**config.mk**
```make
export PLATFORM = sky130hd
export DESIGN_NAME = tmr8_unit
export DESIGN_NICKNAME = d
export VERILOG_FILES = /design/src/rtl/tmr8_pkg.sv /design/src/rtl/tmr8_prescaler.sv /design/src/rtl/tmr8_counter.sv /design/src/rtl/tmr8_cmp_ch.sv /design/src/rtl/tmr8_unit.sv
export SDC_FILE = /design/constraint.sdc
export NUM_CORES = 1
export LEC_CHECK = 0
export ABC_AREA = 0
export CORE_UTILIZATION = 25
export CTS_BUF_LIST = sky130_fd_sc_hd__clkbuf_16
export DETAILED_ROUTE_END_ITERATION = 10
export DONT_BUFFER_PORTS = 1
export GPL_TIMING_DRIVEN = 0
export MAX_ROUTING_LAYER = met4
export PLACE_DENSITY_LB_ADDON = 0.12
export REMOVE_ABC_BUFFERS = 1
export SLEW_MARGIN = 20
export SYNTH_ARGS = -nofsm -noshare
export SYNTH_HDL_FRONTEND = slang
export SYNTH_SLANG_ARGS = --single-unit
```
**constraint.sdc**
```tcl
create_clock -name clk -period 4.6 [get_ports clk]
set_clock_uncertainty 0.15 [all_clocks]
set_input_delay 0.23 -clock clk [delete_from_list [all_inputs] [get_ports clk]]
set_output_delay 0.23 -clock clk [all_outputs]
set_load 0.02 [all_outputs]
```
**src/rtl/tmr8_pkg.sv**
```systemverilog
package tmr8_pkg;

  typedef enum logic [1:0] {
    WAVE_NORMAL = 2'd0,
    WAVE_PHASE  = 2'd1,
    WAVE_CTC    = 2'd2,
    WAVE_FAST   = 2'd3
  } wave_e;

  typedef enum logic [1:0] {
    PIN_HOLD   = 2'd0,
    PIN_TOGGLE = 2'd1,
    PIN_CLR_UP = 2'd2,
    PIN_SET_UP = 2'd3
  } pin_e;

  localparam int ADDR_W  = 3;
  localparam int NUM_EVT = 3;
  localparam int NUM_CH  = 2;
  localparam int EVT_OVF = 0;
  localparam int EVT_CMPA = 1;

  localparam logic [ADDR_W-1:0] ADDR_CTRL  = 3'd0;
  localparam logic [ADDR_W-1:0] ADDR_CLK   = 3'd1;
  localparam logic [ADDR_W-1:0] ADDR_COUNT = 3'd2;
  localparam logic [ADDR_W-1:0] ADDR_CMPA  = 3'd3;
  localparam logic [ADDR_W-1:0] ADDR_CMPB  = 3'd4;
  localparam logic [ADDR_W-1:0] ADDR_FLAGS = 3'd5;
  localparam logic [ADDR_W-1:0] ADDR_MASK  = 3'd6;

  // log2 of the divide ratio, or -1 when the select code stops the counter
  function automatic int prescale_shift(input logic [2:0] sel, input bit alt);
    int sh;
    if (!alt) begin
      case (sel)
        3'd1: sh = 0;
        3'd2: sh = 3;
        3'd3: sh = 6;
        3'd4: sh = 8;
        3'd5: sh = 10;
        default: sh = -1;
      endcase
    end else begin
      case (sel)
        3'd1: sh = 0;
        3'd2: sh = 3;
        3'd3: sh = 5;
        3'd4: sh = 6;
        3'd5: sh = 7;
        3'd6: sh = 8;
        3'd7: sh = 10;
        default: sh = -1;
      endcase
    end
    return sh;
  endfunction

endpackage

```
**src/rtl/tmr8_prescaler.sv**
```systemverilog
module tmr8_prescaler
  import tmr8_pkg::*;
#(
  parameter int DIV_W     = 10,
  parameter bit ALT_TABLE = 1'b0
) (
  input  logic       clk,
  input  logic       rst_n,
  input  logic [2:0] clk_sel,
  output logic       tick
);

  logic [DIV_W-1:0] div_q;
  logic [DIV_W-1:0] low_mask;
  int               shift;

  always_ff @(posedge clk or negedge rst_n) begin
    if (!rst_n) div_q <= '0;
    else        div_q <= div_q + DIV_W'(1);
  end

  always_comb begin
    shift    = prescale_shift(clk_sel, ALT_TABLE);
    low_mask = '0;
    tick     = 1'b0;
    if (shift >= 0) begin
      low_mask = (DIV_W'(1) << shift) - DIV_W'(1);
      tick     = ((div_q & low_mask) == low_mask);
    end
  end

endmodule

```
**src/rtl/tmr8_counter.sv**
```systemverilog
module tmr8_counter
  import tmr8_pkg::*;
#(
  parameter int CNT_W = 8
) (
  input  logic             clk,
  input  logic             rst_n,
  input  logic             adv,
  input  logic             load,
  input  logic [CNT_W-1:0] load_val,
  input  wave_e            wave,
  input  logic [CNT_W-1:0] cmp_a,
  output logic [CNT_W-1:0] count_q,
  output logic [CNT_W-1:0] nxt,
  output logic             step_down,
  output logic             ovf_evt
);

  localparam logic [CNT_W-1:0] TOP    = '1;
  localparam logic [CNT_W-1:0] BOTTOM = '0;
  localparam logic [CNT_W-1:0] ONE    = CNT_W'(1);

  logic dir_up_q, dir_up_d, wrap;

  always_comb begin
    nxt       = count_q + ONE;
    dir_up_d  = dir_up_q;
    step_down = 1'b0;
    wrap      = 1'b0;
    case (wave)
      WAVE_NORMAL, WAVE_FAST: wrap = (count_q == TOP);
      WAVE_CTC: begin
        if (count_q == cmp_a) nxt = BOTTOM;
        wrap = (count_q == TOP);
      end
      WAVE_PHASE: begin
        if (dir_up_q) begin
          if (count_q == TOP) begin
            nxt       = TOP - ONE;
            dir_up_d  = 1'b0;
            step_down = 1'b1;
          end
        end else if (count_q == BOTTOM) begin
          dir_up_d = 1'b1;
        end else begin
          nxt       = count_q - ONE;
          step_down = 1'b1;
          wrap      = (count_q == ONE);
        end
      end
      default: ;
    endcase
  end

  assign ovf_evt = adv & wrap;

  always_ff @(posedge clk or negedge rst_n) begin
    if (!rst_n) begin
      count_q  <= '0;
      dir_up_q <= 1'b1;
    end else begin
      if (load)     count_q <= load_val;
      else if (adv) count_q <= nxt;
      if (wave != WAVE_PHASE) dir_up_q <= 1'b1;
      else if (adv)           dir_up_q <= dir_up_d;
    end
  end

endmodule

```
**src/rtl/tmr8_cmp_ch.sv**
```systemverilog
module tmr8_cmp_ch
  import tmr8_pkg::*;
#(
  parameter int CNT_W = 8
) (
  input  logic             clk,
  input  logic             rst_n,
  input  logic             adv,
  input  logic [CNT_W-1:0] nxt,
  input  logic             step_down,
  input  logic             ovf_evt,
  input  wave_e            wave,
  input  pin_e             pin_mode,
  input  logic [CNT_W-1:0] cmp_val,
  output logic             match_evt,
  output logic             pin
);

  localparam logic [CNT_W-1:0] TOP = '1;

  logic act_en, phase;

  assign phase     = (wave == WAVE_PHASE);
  assign match_evt = adv && (nxt == cmp_val);
  assign act_en    = match_evt && !(phase && nxt == TOP);

  always_ff @(posedge clk or negedge rst_n) begin
    if (!rst_n) begin
      pin <= 1'b0;
    end else if (act_en) begin
      case (pin_mode)
        PIN_TOGGLE: pin <= ~pin;
        PIN_CLR_UP: pin <= phase ? step_down : 1'b0;
        PIN_SET_UP: pin <= phase ? ~step_down : 1'b1;
        default:    pin <= pin;
      endcase
    end else if (!match_evt && ovf_evt && wave == WAVE_FAST) begin
      case (pin_mode)
        PIN_CLR_UP: pin <= 1'b1;
        PIN_SET_UP: pin <= 1'b0;
        default:    pin <= pin;
      endcase
    end
  end

endmodule

```
**src/rtl/tmr8_unit.sv**
```systemverilog
module tmr8_unit
  import tmr8_pkg::*;
#(
  parameter int CNT_W     = 8,
  parameter int DIV_W     = 10,
  parameter bit ALT_TABLE = 1'b0
) (
  input  logic              clk,
  input  logic              rst_n,
  input  logic              reg_we,
  input  logic [ADDR_W-1:0] reg_addr,
  input  logic [CNT_W-1:0]  reg_wdata,
  output logic [CNT_W-1:0]  reg_rdata,
  input  logic              glob_ie,
  input  logic [NUM_EVT-1:0] irq_ack,
  output logic [NUM_EVT-1:0] irq_req,
  output logic              oc_a,
  output logic              oc_b
);

  wave_e              wave_q;
  logic [2:0]         clk_sel_q;
  logic [NUM_EVT-1:0] flags_q, mask_q, set_evt, clr_req;
  logic [CNT_W-1:0]   count_q, nxt;
  logic               tick, adv, load, step_down, ovf_evt;
  pin_e               pin_mode_q [NUM_CH];
  logic [CNT_W-1:0]   cmp_q      [NUM_CH];
  logic               match_evt  [NUM_CH];
  logic               oc         [NUM_CH];

  assign load = reg_we && (reg_addr == ADDR_COUNT);
  assign adv  = tick && !load;

  tmr8_prescaler #(.DIV_W(DIV_W), .ALT_TABLE(ALT_TABLE)) u_pre (
    .clk(clk), .rst_n(rst_n), .clk_sel(clk_sel_q), .tick(tick)
  );

  tmr8_counter #(.CNT_W(CNT_W)) u_cnt (
    .clk(clk), .rst_n(rst_n), .adv(adv), .load(load), .load_val(reg_wdata),
    .wave(wave_q), .cmp_a(cmp_q[0]), .count_q(count_q), .nxt(nxt),
    .step_down(step_down), .ovf_evt(ovf_evt)
  );

  for (genvar ch = 0; ch < NUM_CH; ch++) begin : g_ch
    localparam logic [ADDR_W-1:0] CMP_ADDR = ADDR_CMPA + ADDR_W'(ch);

    always_ff @(posedge clk or negedge rst_n) begin
      if (!rst_n) begin
        cmp_q[ch]      <= '0;
        pin_mode_q[ch] <= PIN_HOLD;
      end else if (reg_we) begin
        if (reg_addr == CMP_ADDR)  cmp_q[ch]      <= reg_wdata;
        if (reg_addr == ADDR_CTRL) pin_mode_q[ch] <= pin_e'(reg_wdata[2 + 2*ch +: 2]);
      end
    end

    tmr8_cmp_ch #(.CNT_W(CNT_W)) u_ch (
      .clk(clk), .rst_n(rst_n), .adv(adv), .nxt(nxt), .step_down(step_down),
      .ovf_evt(ovf_evt), .wave(wave_q), .pin_mode(pin_mode_q[ch]),
      .cmp_val(cmp_q[ch]), .match_evt(match_evt[ch]), .pin(oc[ch])
    );
  end

  assign oc_a = oc[0];
  assign oc_b = oc[1];

  always_ff @(posedge clk or negedge rst_n) begin
    if (!rst_n) begin
      wave_q    <= WAVE_NORMAL;
      clk_sel_q <= '0;
      mask_q    <= '0;
    end else if (reg_we) begin
      if (reg_addr == ADDR_CTRL) wave_q    <= wave_e'(reg_wdata[1:0]);
      if (reg_addr == ADDR_CLK)  clk_sel_q <= reg_wdata[2:0];
      if (reg_addr == ADDR_MASK) mask_q    <= reg_wdata[NUM_EVT-1:0];
    end
  end

  assign set_evt = {match_evt[1], match_evt[0], ovf_evt};
  assign clr_req = irq_ack |
                   ((reg_we && reg_addr == ADDR_FLAGS) ? reg_wdata[NUM_EVT-1:0] : '0);

  always_ff @(posedge clk or negedge rst_n) begin
    if (!rst_n) begin
      flags_q <= '0;
    end else begin
      for (int i = 0; i < NUM_EVT; i++) begin
        if (set_evt[i])      flags_q[i] <= 1'b1;
        else if (clr_req[i]) flags_q[i] <= 1'b0;
      end
    end
  end

  assign irq_req = flags_q & mask_q & {NUM_EVT{glob_ie}};

  always_comb begin
    case (reg_addr)
      ADDR_CTRL:  reg_rdata = CNT_W'({pin_mode_q[1], pin_mode_q[0], wave_q});
      ADDR_CLK:   reg_rdata = CNT_W'(clk_sel_q);
      ADDR_COUNT: reg_rdata = count_q;
      ADDR_CMPA:  reg_rdata = cmp_q[0];
      ADDR_CMPB:  reg_rdata = cmp_q[1];
      ADDR_FLAGS: reg_rdata = CNT_W'(flags_q);
      ADDR_MASK:  reg_rdata = CNT_W'(mask_q);
      default:    reg_rdata = '0;
    endcase
  end

endmodule

```
Word-level counts from Yosys, hierarchy flattened
Cells that the tools add are included.

storage, ports and cells
  logic and storage cells = 137
  output and inout bits = 13
  flip-flop bits (word level) = 52
  input port bits = 18

operators by class
  bitwise gates (word level) = 8
  equality and inequality tests = 28
  add/subtract/negate cells = 4
  reductions and logical operators = 40
  shift operators = 1
  multiplexer cells = 40
  order comparisons = 1

operators with widths
  kind                                                                    count
  32-bit case mux with 5 select lines                                     1
  8-bit case mux with 7 select lines                                      1
  8-bit 2-to-1 mux                                                        6
  32-bit by 1-bit >= comparator with 1-bit output, second input constant  1
  1-bit by 32-bit left shift with 10-bit output, first input constant     1
  1-bit 2-to-1 mux                                                        25
  8-bit == test                                                           3
  8-bit == test, second input constant                                    2
  8-bit case mux with 2 select lines                                      1
  2-bit nonzero test                                                      8
  3-bit == test, second input constant                                    5
  2-bit == test, second input constant                                    6
  3-bit by 2-bit == test with 1-bit output, second input constant         4
  1-bit logical AND                                                       12
  2-bit AND reduction                                                     6
  3-bit nonzero test                                                      4
  10-bit by 1-bit adder with 10-bit output, second input constant         1
  10-bit AND                                                              1
  10-bit == test                                                          1
  10-bit by 2-bit subtractor with 10-bit output, second input constant    1
  8-bit by 1-bit adder with 8-bit output, second input constant           1
  8-bit by 1-bit == test with 1-bit output, second input constant         1
  8-bit logical NOT                                                       1
  8-bit by 1-bit subtractor with 8-bit output, second input constant      1
  other kinds (15)                                                        28

Logic depth before layout (Yosys ltp)
Gate-level depths: netlist (run 1).

  depth in word-level cells = 14
  gate-level depth with buffers = 14
  depth with buffers taken out = 13

Modules after synthesis
A second synthesis (run 1) with hierarchy kept.

second synthesis, totals
  cell total of the unflattened synthesis = 391
  area total of the unflattened synthesis = 3829.9 sq um

modules (own cells, without submodules)
  module          times used  sequential area each (sq um)  cells each  area an instance (sq um)
  tmr8_unit       1           775.7                         130         1659.1
  tmr8_counter    1           226.5                         158         1214.9
  tmr8_prescaler  1           250.2                         49          535.5
  tmr8_cmp_ch     2           25.0                          27          210.2

Worst setup path after synthesis (run 1)
No wires, ideal clock.

  path type = flip-flop to flip-flop
  start = register u_cnt.count_q[0]
  end = register g_ch[1].u_ch.pin
  clock period less this slack = 3.255 ns
  required time = 4.373 ns
  setup slack = 1.345 ns
  data arrival time = 3.028 ns
  stages on the path, launching flop included = 14
  path buffers = 1
  cells stage by stage = dfrtp_1 clkbuf_1 inv_1 ha_1 and2b_1 a31oi_2 mux2_2 a22oi_1 o21ai_1 xor2_1 nor4_1 nand3_1 mux2_1 a21oi_1

between the ends
  longest elaborated chain between the ends = 11
  elaborated cells between the ends (all ways) = 36

ends and longest elaborated chain
  item                                                                 line                                    source
  start, declared                                                      tmr8_counter.sv:13                      output logic [CNT_W-1:0] count_q,
  start signal, assigned                                               tmr8_counter.sv:62                      if (load) count_q <= load_val;
  start signal, assigned                                               tmr8_counter.sv:63                      else if (adv) count_q <= nxt;
  8-bit by 1-bit subtractor with 8-bit output (tied with other cells)  tmr8_counter.sv:46                      nxt = count_q - ONE;
  8-bit 2-to-1 mux, on equally long branches                           tmr8_counter.sv:43, tmr8_counter.sv:38
  8-bit 2-to-1 mux                                                     tmr8_counter.sv:37                      if (dir_up_q) begin
  8-bit case mux with 2 select lines                                   tmr8_counter.sv:30                      case (wave)
  8-bit == test                                                        tmr8_cmp_ch.sv:24                       assign match_evt = adv && (nxt == cmp_val);
  1-bit logical AND                                                    tmr8_cmp_ch.sv:24
  1-bit logical NOT                                                    tmr8_cmp_ch.sv:37                       end else if (!match_evt && ovf_evt && wave == WAVE_FAST) begin
  1-bit logical AND (2 in series)                                      tmr8_cmp_ch.sv:37
  2-bit nonzero test (no line)                                         -
  3-bit AND reduction (no line)                                        -
  end signal, assigned                                                 tmr8_cmp_ch.sv:34                       PIN_SET_UP: pin <= phase ? ~step_down : 1'b1;
  end signal, assigned                                                 tmr8_cmp_ch.sv:35                       default: pin <= pin;
  end signal, assigned                                                 tmr8_cmp_ch.sv:41                       default: pin <= pin;
  end, declared                                                        tmr8_cmp_ch.sv:16                       output logic pin

Parallel ways exist; a longest one is shown, timed or not.
A chain may end at the register's enable or synchronous reset.

Worst setup path after layout (run 1)
Same ends and word-level chain as after synthesis.

==> results of run 1 <==
## final timing paths
check | cells after the start | startpoint | end | slack [ns]
setup / recovery | 12 | u_cnt.count_q[0] | g_ch[1].u_ch.pin | 0.58
hold / removal | 3 | reg_addr[0] | u_cnt.count_q[3] | 0.03
setup reg to reg | 12 | u_cnt.count_q[0] | g_ch[1].u_ch.pin | 0.58
hold reg to reg | 1 | u_pre.div_q[9] | u_pre.div_q[9] | 0.32
max in group asynchronous | 2 | rst_n | cmp_q[13] | 3.73
min in group asynchronous | 2 | rst_n | g_ch[1].u_ch.pin | 0.30
## kinds of logic after synthesis
kind of cell             after synthesis  share of synthesized area
XOR/XNOR                              42                    0.09879
multiplexers                          49                     0.1505
buffers and inverters                 36                    0.04939
AO/OA/AOI/OAI                         72                     0.1274
AND/OR/NAND/NOR                      132                     0.1929
adder cells (fa/ha/maj)                9                    0.03024
other                                  1                   0.001007
flip-flops                            52                     0.3498
## power by group
part | switching (W) | total (W) | internal, W
registers | 0.000241 | 0.000782 | 0.000541
clock network | 0.000184 | 0.000387 | 0.000203
logic | 0.000412 | 0.000785 | 0.000373
## sequential cells by signal (all words and copies together) (netlist names)
signal and cells:
u_cnt.dir_up_q 1, pin_mode_q 4, clk_sel_q 3, g_ch.u_ch.pin 2, u_pre.div_q 10, cmp_q 16, wave_q 2, flags_q 3
mask_q 3, u_cnt.count_q 8
## Yosys cell counts (all sizes together) (6+ instances only)
cell type  instances  area share
clkbuf            11       0.011
buf               11       0.024
nand2             45       0.045
mux2i             20       0.054
inv               14       0.014
o21ai             25       0.035
dfrtp             51        0.34
mux2              26       0.079
nand4              8       0.013
a21oi             16       0.022
nand3             13       0.017
and3               6       0.010
xor2              22       0.052
xnor2             20       0.047
ha                 9       0.030
nor2              22       0.022
nor3               7       0.017
## per-layer routing
metal | up-vias | track usage | routed length (um)
met5 | - | - | 0
met1 | 1455 | 0.1947 | 4895
met4 | 0 | 0.03720 | 119
met3 | 10 | 0.02518 | 408
met2 | 50 | 0.2476 | 5170
li1 | 1395 | - | -
## per-stage QoR
step	instances	util	hold WS, ns	total power [W]
global route	578	0.2859	0.04821	0.002089
floorplan	371	-	-0.2156	0.001320
CTS	578	0.2859	0.02444	0.001979
global placement	555	0.2630	-0.2125	0.001553
finish	578	0.2859	0.03400	0.001954
detailed placement	557	0.2657	-0.2128	0.001553
## critical path: stages (launching register included)
cell	delay (ns)
dfrtp_1	0.69
inv_1	0.19
ha_1	0.26
and2b_1	0.21
a31oi_2	0.33
or2_1	0.34
nand2_1	0.08
a2bb2oi_1	0.52
xor2_1	0.13
nor4_1	0.23
nand3_1	0.29
mux2_1	0.38
a21oi_1	0.12
## cell type report
class | count | area [um2] | share of cell area
inverters | 14 | 52.55 | 0.01265
clock inverters | 3 | 21.27 | 0.005119
repair buffers | 15 | 170.2 | 0.04095
multi-input cells | 305 | 2253 | 0.5423
clock buffers | 5 | 125.1 | 0.03011
flip-flops and latches | 52 | 1303 | 0.3135
well taps | 184 | 230.2 | 0.05540
## what timing repair did
action	4_1_cts	5_1_grt
buffers inserted	0	0
endpoints found under the hold margin	91	0
gates resized for setup	0	0
hold buffers	13	0
==> flow_summary.ini, run 1 <==
[place]
dp_hpwl_um = 7795
portBuffers = 0
place.gp.congestion = 0.7692
pre_cts_ws_ns = 0.5757
place_area_mm2 = 0.003861

[layout]
final_cell_mix = dfrtp_1 (51), nand2_1 (45), mux2_2 (25)
drive_above_1_share = 0.1472
diodes = 0
fin_nets = 420
area_delta_synth_final_pct = 11.59
final_cell_area_mm2 = 0.004155
final_common_cell = dfrtp_1
fill_cells = 1531

[min_path]
hp-class = primary input to flop

[sta]
worst_slew_pin_slew_ns = 0.7876
maxSlewHeadroom = 0.4694
max_freq_mhz = 248.9
finalCriticalPeriod_ns = 4.018
slew_viol_final = 0
finalWorstSetupSlack_ns = 0.5819
rsz0062_at_grt = no
hold_viol = 0
setup_tns_ns = 0
setup_viol = 0
min_period_over_period = 0.8735

[synth]
synth.distinct_cells = 64
synth_edf_count = 0
synth-seq-cells = 52
syn_area_mm2 = 0.003724
synth_area_per_cell_um2 = 9.475
ys_seq_area_frac = 0.3498
yosysWarnings = 0
synthArstFlopShare = 1.000
synth_ff_type = dfrtp_1
synthCells = 393

[outcome]
status = finished, final reports clean

[clock_tree]
cts_max_path_buffers = 2
cts_tree = built
clk_pin_slew_ns = 0.07
htreeDepth = 2
cts_num_sinks = 52
clockRootBuffer = clkbuf_16
numCtsBuffers = 5
insertion_delay_ns = 0.30

[floorplanning]
die_w_um = 124.0
core_mm2 = 0.01453
placement_rows = 44
start_util = 0.2562
die_area_mm2 = 0.01539
io_pins = 31
fp.dieH_um = 124.0

[global_route]
grt_pass1_vias = 2873
grt_max_degree = 53
grt.overflow.total = 0
antenna_found_initial = 0
grt_first_pass_wirelength_um = 16830
grtUsageTotal = 0.1517

[critical_path]
path_max_fanout = 13
endpoint_kind = flop
worstSetupStartpointType = flop
critPathKind = flop to flop
cp.required_ns = 4.68
worstPathArrival_ns = 4.10

[drt]
first_pass_iters = 4
drt-total-wl_um = 10590
vias_per_cell = 5.035
postRouteAntennaNets = 0
drt_iter0_markers = 171
route.vias.total = 2910
wire_per_inst_um = 18.33
drc = 0

[power]
p_leak_nw = 1.716
p_per_area_mw_per_mm2 = 470.3
irDropWorstVdd_v = 0.0001409

[run]
maxCapViolations = 0
No activity file was read; power rests on OpenSTA's default activity.
==> inputs of run 2 (changes only) <==
clock period = 4.3 ns   (was 4.6 ns; I/O delays follow)
==> flow_summary.ini, run 2 (synthesized netlist as in run 1, its figures left out) <==
[drt]
postRouteAntennaNets = 0
drc = 0
vias_per_cell = 5.000
wire_per_inst_um = 18.29
route.vias.total = 2890
first_pass_iters = 4
drt_iter0_markers = 181
drt-total-wl_um = 10570

[outcome]
status = finished, final reports clean

[layout]
drive_above_1_share = 0.1523
diodes = 0
multi_input_area_mm2 = 0.002260
fill_cells = 1532
register_area_mm2 = 0.001304
area_delta_synth_final_pct = 11.79
final_common_cell = dfrtp_1
top_register = cmp_q
fin_nets = 420
largest_reg_flops = 16
final_cell_mix = dfrtp_1 (50), nand2_1 (45), mux2_2 (25)
largestRegisters = cmp_q x16, u_pre.div_q x10, u_cnt.count_q x8

[floorplanning]
core_mm2 = 0.01453
fp.dieH_um = 124.0
placement_rows = 44
io_pins = 31
die_area_mm2 = 0.01539
start_util = 0.2562
die_w_um = 124.0

[critical_path]
path_max_fanout = 11
critPathKind = flop to flop
endpoint_kind = flop
worstPathArrival_ns = 3.91
cp.required_ns = 4.38
startpoint = u_cnt.count_q[1]
r2r-start = u_cnt.count_q[1]
worstSetupStartpointType = flop

[sta]
max_freq_mhz = 260.7
rsz0062_at_grt = no
slew_viol_final = 0
setup_tns_ns = 0
maxSlewHeadroom = 0.4689
worst_slew_pin_slew_ns = 0.7883
min_period_over_period = 0.8921
finalCriticalPeriod_ns = 3.836
setup_viol = 0
hold_viol = 0

[clock_tree]
insertion_delay_ns = 0.30
cts_tree = built
clk_pin_slew_ns = 0.07
clockRootBuffer = clkbuf_16
cts_max_path_buffers = 2
htreeDepth = 2
cts_num_sinks = 52
numCtsBuffers = 5

[min_path]
hp-start = reg_addr[2]
hp-class = primary input to flop

[power]
finalPower_w = 0.002096
p_leak_nw = 1.715
irDropWorstVdd_v = 0.0001508
p_per_area_mw_per_mm2 = 503.6

[global_route]
grt.overflow.total = 0
antenna_found_initial = 0
met3_usage = 0.02518
gr-usage-met1 = 0.1947
grt_max_degree = 53
gr-usage-met2 = 0.2476
grtUsageTotal = 0.1517
grt_pass1_vias = 2873
grt_first_pass_wirelength_um = 16830
grt-busiest-layer = met2

[place]
dp_hpwl_um = 7795
portBuffers = 0
place.gp.congestion = 0.7692

[run]
maxCapViolations = 0
==> run 2: layer usage <==
layer | routed length, um | vias to the layer above
li1 | - | 1395
met4 | 91 | 0
met2 | 5236 | 28
met5 | 0 | -
met3 | 230 | 8
met1 | 5011 | 1459
==> run 2: final timing paths <==
check	slack, ns	to	depth (start not counted)
setup / recovery	0.46	g_ch[1].u_ch.pin	12
hold / removal	0.02	u_cnt.count_q[3]	3
setup reg to reg	0.46	g_ch[1].u_ch.pin	12
hold reg to reg	0.32	u_pre.div_q[9]	1
max in group asynchronous	3.44	cmp_q[13]	2
min in group asynchronous	0.28	g_ch[1].u_ch.pin	2
==> run 2: repair_timing <==
item,4_1_cts,5_1_grt
endpoints found under the hold margin,91,0
gates resized for setup,0,2
setup endpoints to repair,0,1
hold buffers,13,0
buffers inserted,0,0
==> run 2: power by group <==
group	switching [W]	internal, W	total (W)
Clock	0.000197	0.000217	0.000415
Sequential	0.000256	0.000580	0.000836
Combinational	0.000444	0.000402	0.000845
Total	0.000897	0.00120	0.00210
==> run 2: per-stage QoR <==
step	util	std cells	worst slack, ns	area, um2	hold slack (ns)
floorplan	-	371	1.012	3592	-0.2306
finish	0.2864	578	0.4642	4163	0.02010
global route	0.2864	578	0.1310	4163	0.03321
CTS	0.2859	578	0.2462	4155	0.009443
global placement	0.2630	555	0.1496	3822	-0.2275
detailed placement	0.2657	557	0.2757	3861	-0.2278
==> run 2: area by class of cell <==
class,instances,area share
Multi-Input combinational cell,305,0.5428
Sequential cell,52,0.3132
Tap cell,184,0.05531
Timing Repair Buffer,15,0.04088
Clock buffer,5,0.03006
Inverter,14,0.01262
Clock inverter,3,0.005110
==> run 2: critical path, stage by stage (launching register included) <==
cell       delay [ns]
dfrtp_1          0.61
inv_1            0.15
ha_1             0.23
and2b_1          0.21
a31oi_2          0.34
or2_1            0.34
nand2_1          0.08
a2bb2oi_1        0.40
xor2_1           0.16
nor4_1           0.31
nand3_1          0.28
mux2_1           0.38
a21oi_1          0.12
==> inputs of run 3 (changes only) <==
CORE_MARGIN = 1.5   (was not set)
HOLD_SLACK_MARGIN = 0.05   (was not set)
==> flow_summary.ini, run 3 (synthesized netlist as in run 1, its figures left out) <==
[outcome]
status = finished, final reports clean

[drt]
drc = 0
postRouteAntennaNets = 0
route.vias.total = 2983
drt_iter0_markers = 135
wire_per_inst_um = 18.90
first_pass_iters = 4
vias_per_cell = 5.117
drt-total-wl_um = 11020

[floorplanning]
die_w_um = 125.0
start_util = 0.2562
fp.dieH_um = 125.0
core_mm2 = 0.01453
io_pins = 31
die_area_mm2 = 0.01564
placement_rows = 44

[clock_tree]
htreeDepth = 2
clockRootBuffer = clkbuf_16
numCtsBuffers = 5
post-cts-setup-buffer-count = 0
cts_max_path_buffers = 2
clk_pin_slew_ns = 0.08
cts_num_sinks = 52
insertion_delay_ns = 0.31
cts_tree = built

[layout]
post-route-util = 0.2894
diodes = 0
final_cell_area_mm2 = 0.004207
largestRegisters = cmp_q x16, u_pre.div_q x10, u_cnt.count_q x8
area_delta_synth_final_pct = 12.97
register_area_mm2 = 0.001304
fin_cells = 583
final_common_cell = dfrtp_1
fin_nets = 425
drive_above_1_share = 0.1479
largest_reg_flops = 16
multi_input_area_mm2 = 0.002253
fill_cells = 1564
top_register = cmp_q
final_cell_mix = dfrtp_1 (50), nand2_1 (45), mux2_2 (25)

[power]
p_per_area_mw_per_mm2 = 503.4
p_leak_nw = 1.732
finalPower_w = 0.002118
irDropWorstVdd_v = 0.0001601

[sta]
max_freq_mhz = 251.3
setup_tns_ns = 0
maxSlewHeadroom = 0.4507
hold_viol = 0
rsz0062_at_grt = no
min_period_over_period = 0.9255
finalCriticalPeriod_ns = 3.980
slew_viol_final = 0
worst_slew_pin_slew_ns = 0.8153
setup_viol = 0

[critical_path]
path_max_fanout = 11
worstPathArrival_ns = 4.07
cp_top_family = simple AND/OR/NAND/NOR gates
crit_buf_inv = 1
r2r_setup_slack_ns = 0.32
worstSetupStartpointType = flop
endpoint_kind = flop
r2r_cells = 12
crit_chain = inv_1, ha_1, and2b_1, a31oi_2, or2_1, nand2_1, a2bb2oi_1, xor2_1, nor4_1, nand3_1, mux2_1, a21oi_1
r2r_end = g_ch[1].u_ch.pin
r2r-start = u_cnt.count_q[1]
critPathKind = flop to flop
slowest_delay_ns = 0.61
slowest_stage = dfrtp_1
cp.required_ns = 4.39

[min_path]
hp-class = primary input to flop
hp-start = reg_addr[2]
min_to = flags_q[2]
hold_depth = 5

[place]
portBuffers = 0
place_area_mm2 = 0.003861
dp.cells = 557
dp_hpwl_um = 7924
place.gp.congestion = 0.7688

[global_route]
grt.overflow.total = 0
grt_first_pass_wirelength_um = 17710
grtUsageTotal = 0.1506
grt_pass1_vias = 2979
antenna_found_initial = 0
grt_max_degree = 53

[run]
maxCapViolations = 0
## run 3: changes by cell type in the layout (fill, tap and decap cells not counted), sizes merged
cell and change:
dlygate4sd3 +5
## run 3: final cells by class
class | instances | area share
clock inverters | 3 | 0.005057
well taps | 184 | 0.05473
flip-flops and latches | 52 | 0.3099
inverters | 14 | 0.01249
clock buffers | 5 | 0.02974
multi-input cells | 305 | 0.5357
repair buffers | 20 | 0.05235
## run 3: worst max path at each step
stage	start	endpoint	slack, ns	cells past startpoint
6_report	u_cnt.count_q[1]	g_ch[1].u_ch.pin	0.32	12
5_1_grt	u_cnt.count_q[1]	g_ch[1].u_ch.pin	0.03	12
4_1_cts	u_cnt.count_q[0]	g_ch[1].u_ch.pin	0.22	12
3_5_place_dp	u_cnt.count_q[0]	g_ch[1].u_ch.pin	0.23	12
3_3_place_gp	clk_sel_q[1]	g_ch[0].u_ch.pin	0.16	12
2_1_floorplan	clk_sel_q[1]	g_ch[0].u_ch.pin	1.01	12
## run 3: timing repair
| action | in CTS | in global routing |
|---|---|---|
| endpoints found under the setup margin | 0 | 2 |
| hold buffers | 18 | 0 |
| hold endpoints to repair | 91 | 0 |
| resized for setup | 0 | 1 |
## run 3: metal layers
layer,up-vias,global-route usage,part of all wire,wire (um)
li1,1411,-,-,-
met1,1493,0.1945,0.46,5082
met2,63,0.2375,0.48,5274
met3,16,0.03295,0.043,475
met4,0,0.04278,0.017,187
met5,-,-,0,0
## run 3: where the power goes
group          internal (W)  switching (W)
Combinational      0.000405       0.000447
Clock              0.000218       0.000212
Sequential         0.000580       0.000256
Total               0.00120       0.000915
## run 3: tightest hold or removal path, cell delays in order
cell	delay, ns
nand2_1	0.05
nor2_1	0.06
nand2_1	0.06
nand3b_1	0.07
nand2_1	0.06
## run 3: through the flow
stage          setup WS (ns)  hold WS, ns
3_3_place_gp          0.1649      -0.2275
6_report              0.3204      0.08012
2_1_floorplan          1.012      -0.2306
4_1_cts               0.2151      0.07087
3_5_place_dp          0.2314      -0.2270
5_1_grt              0.03024      0.09189
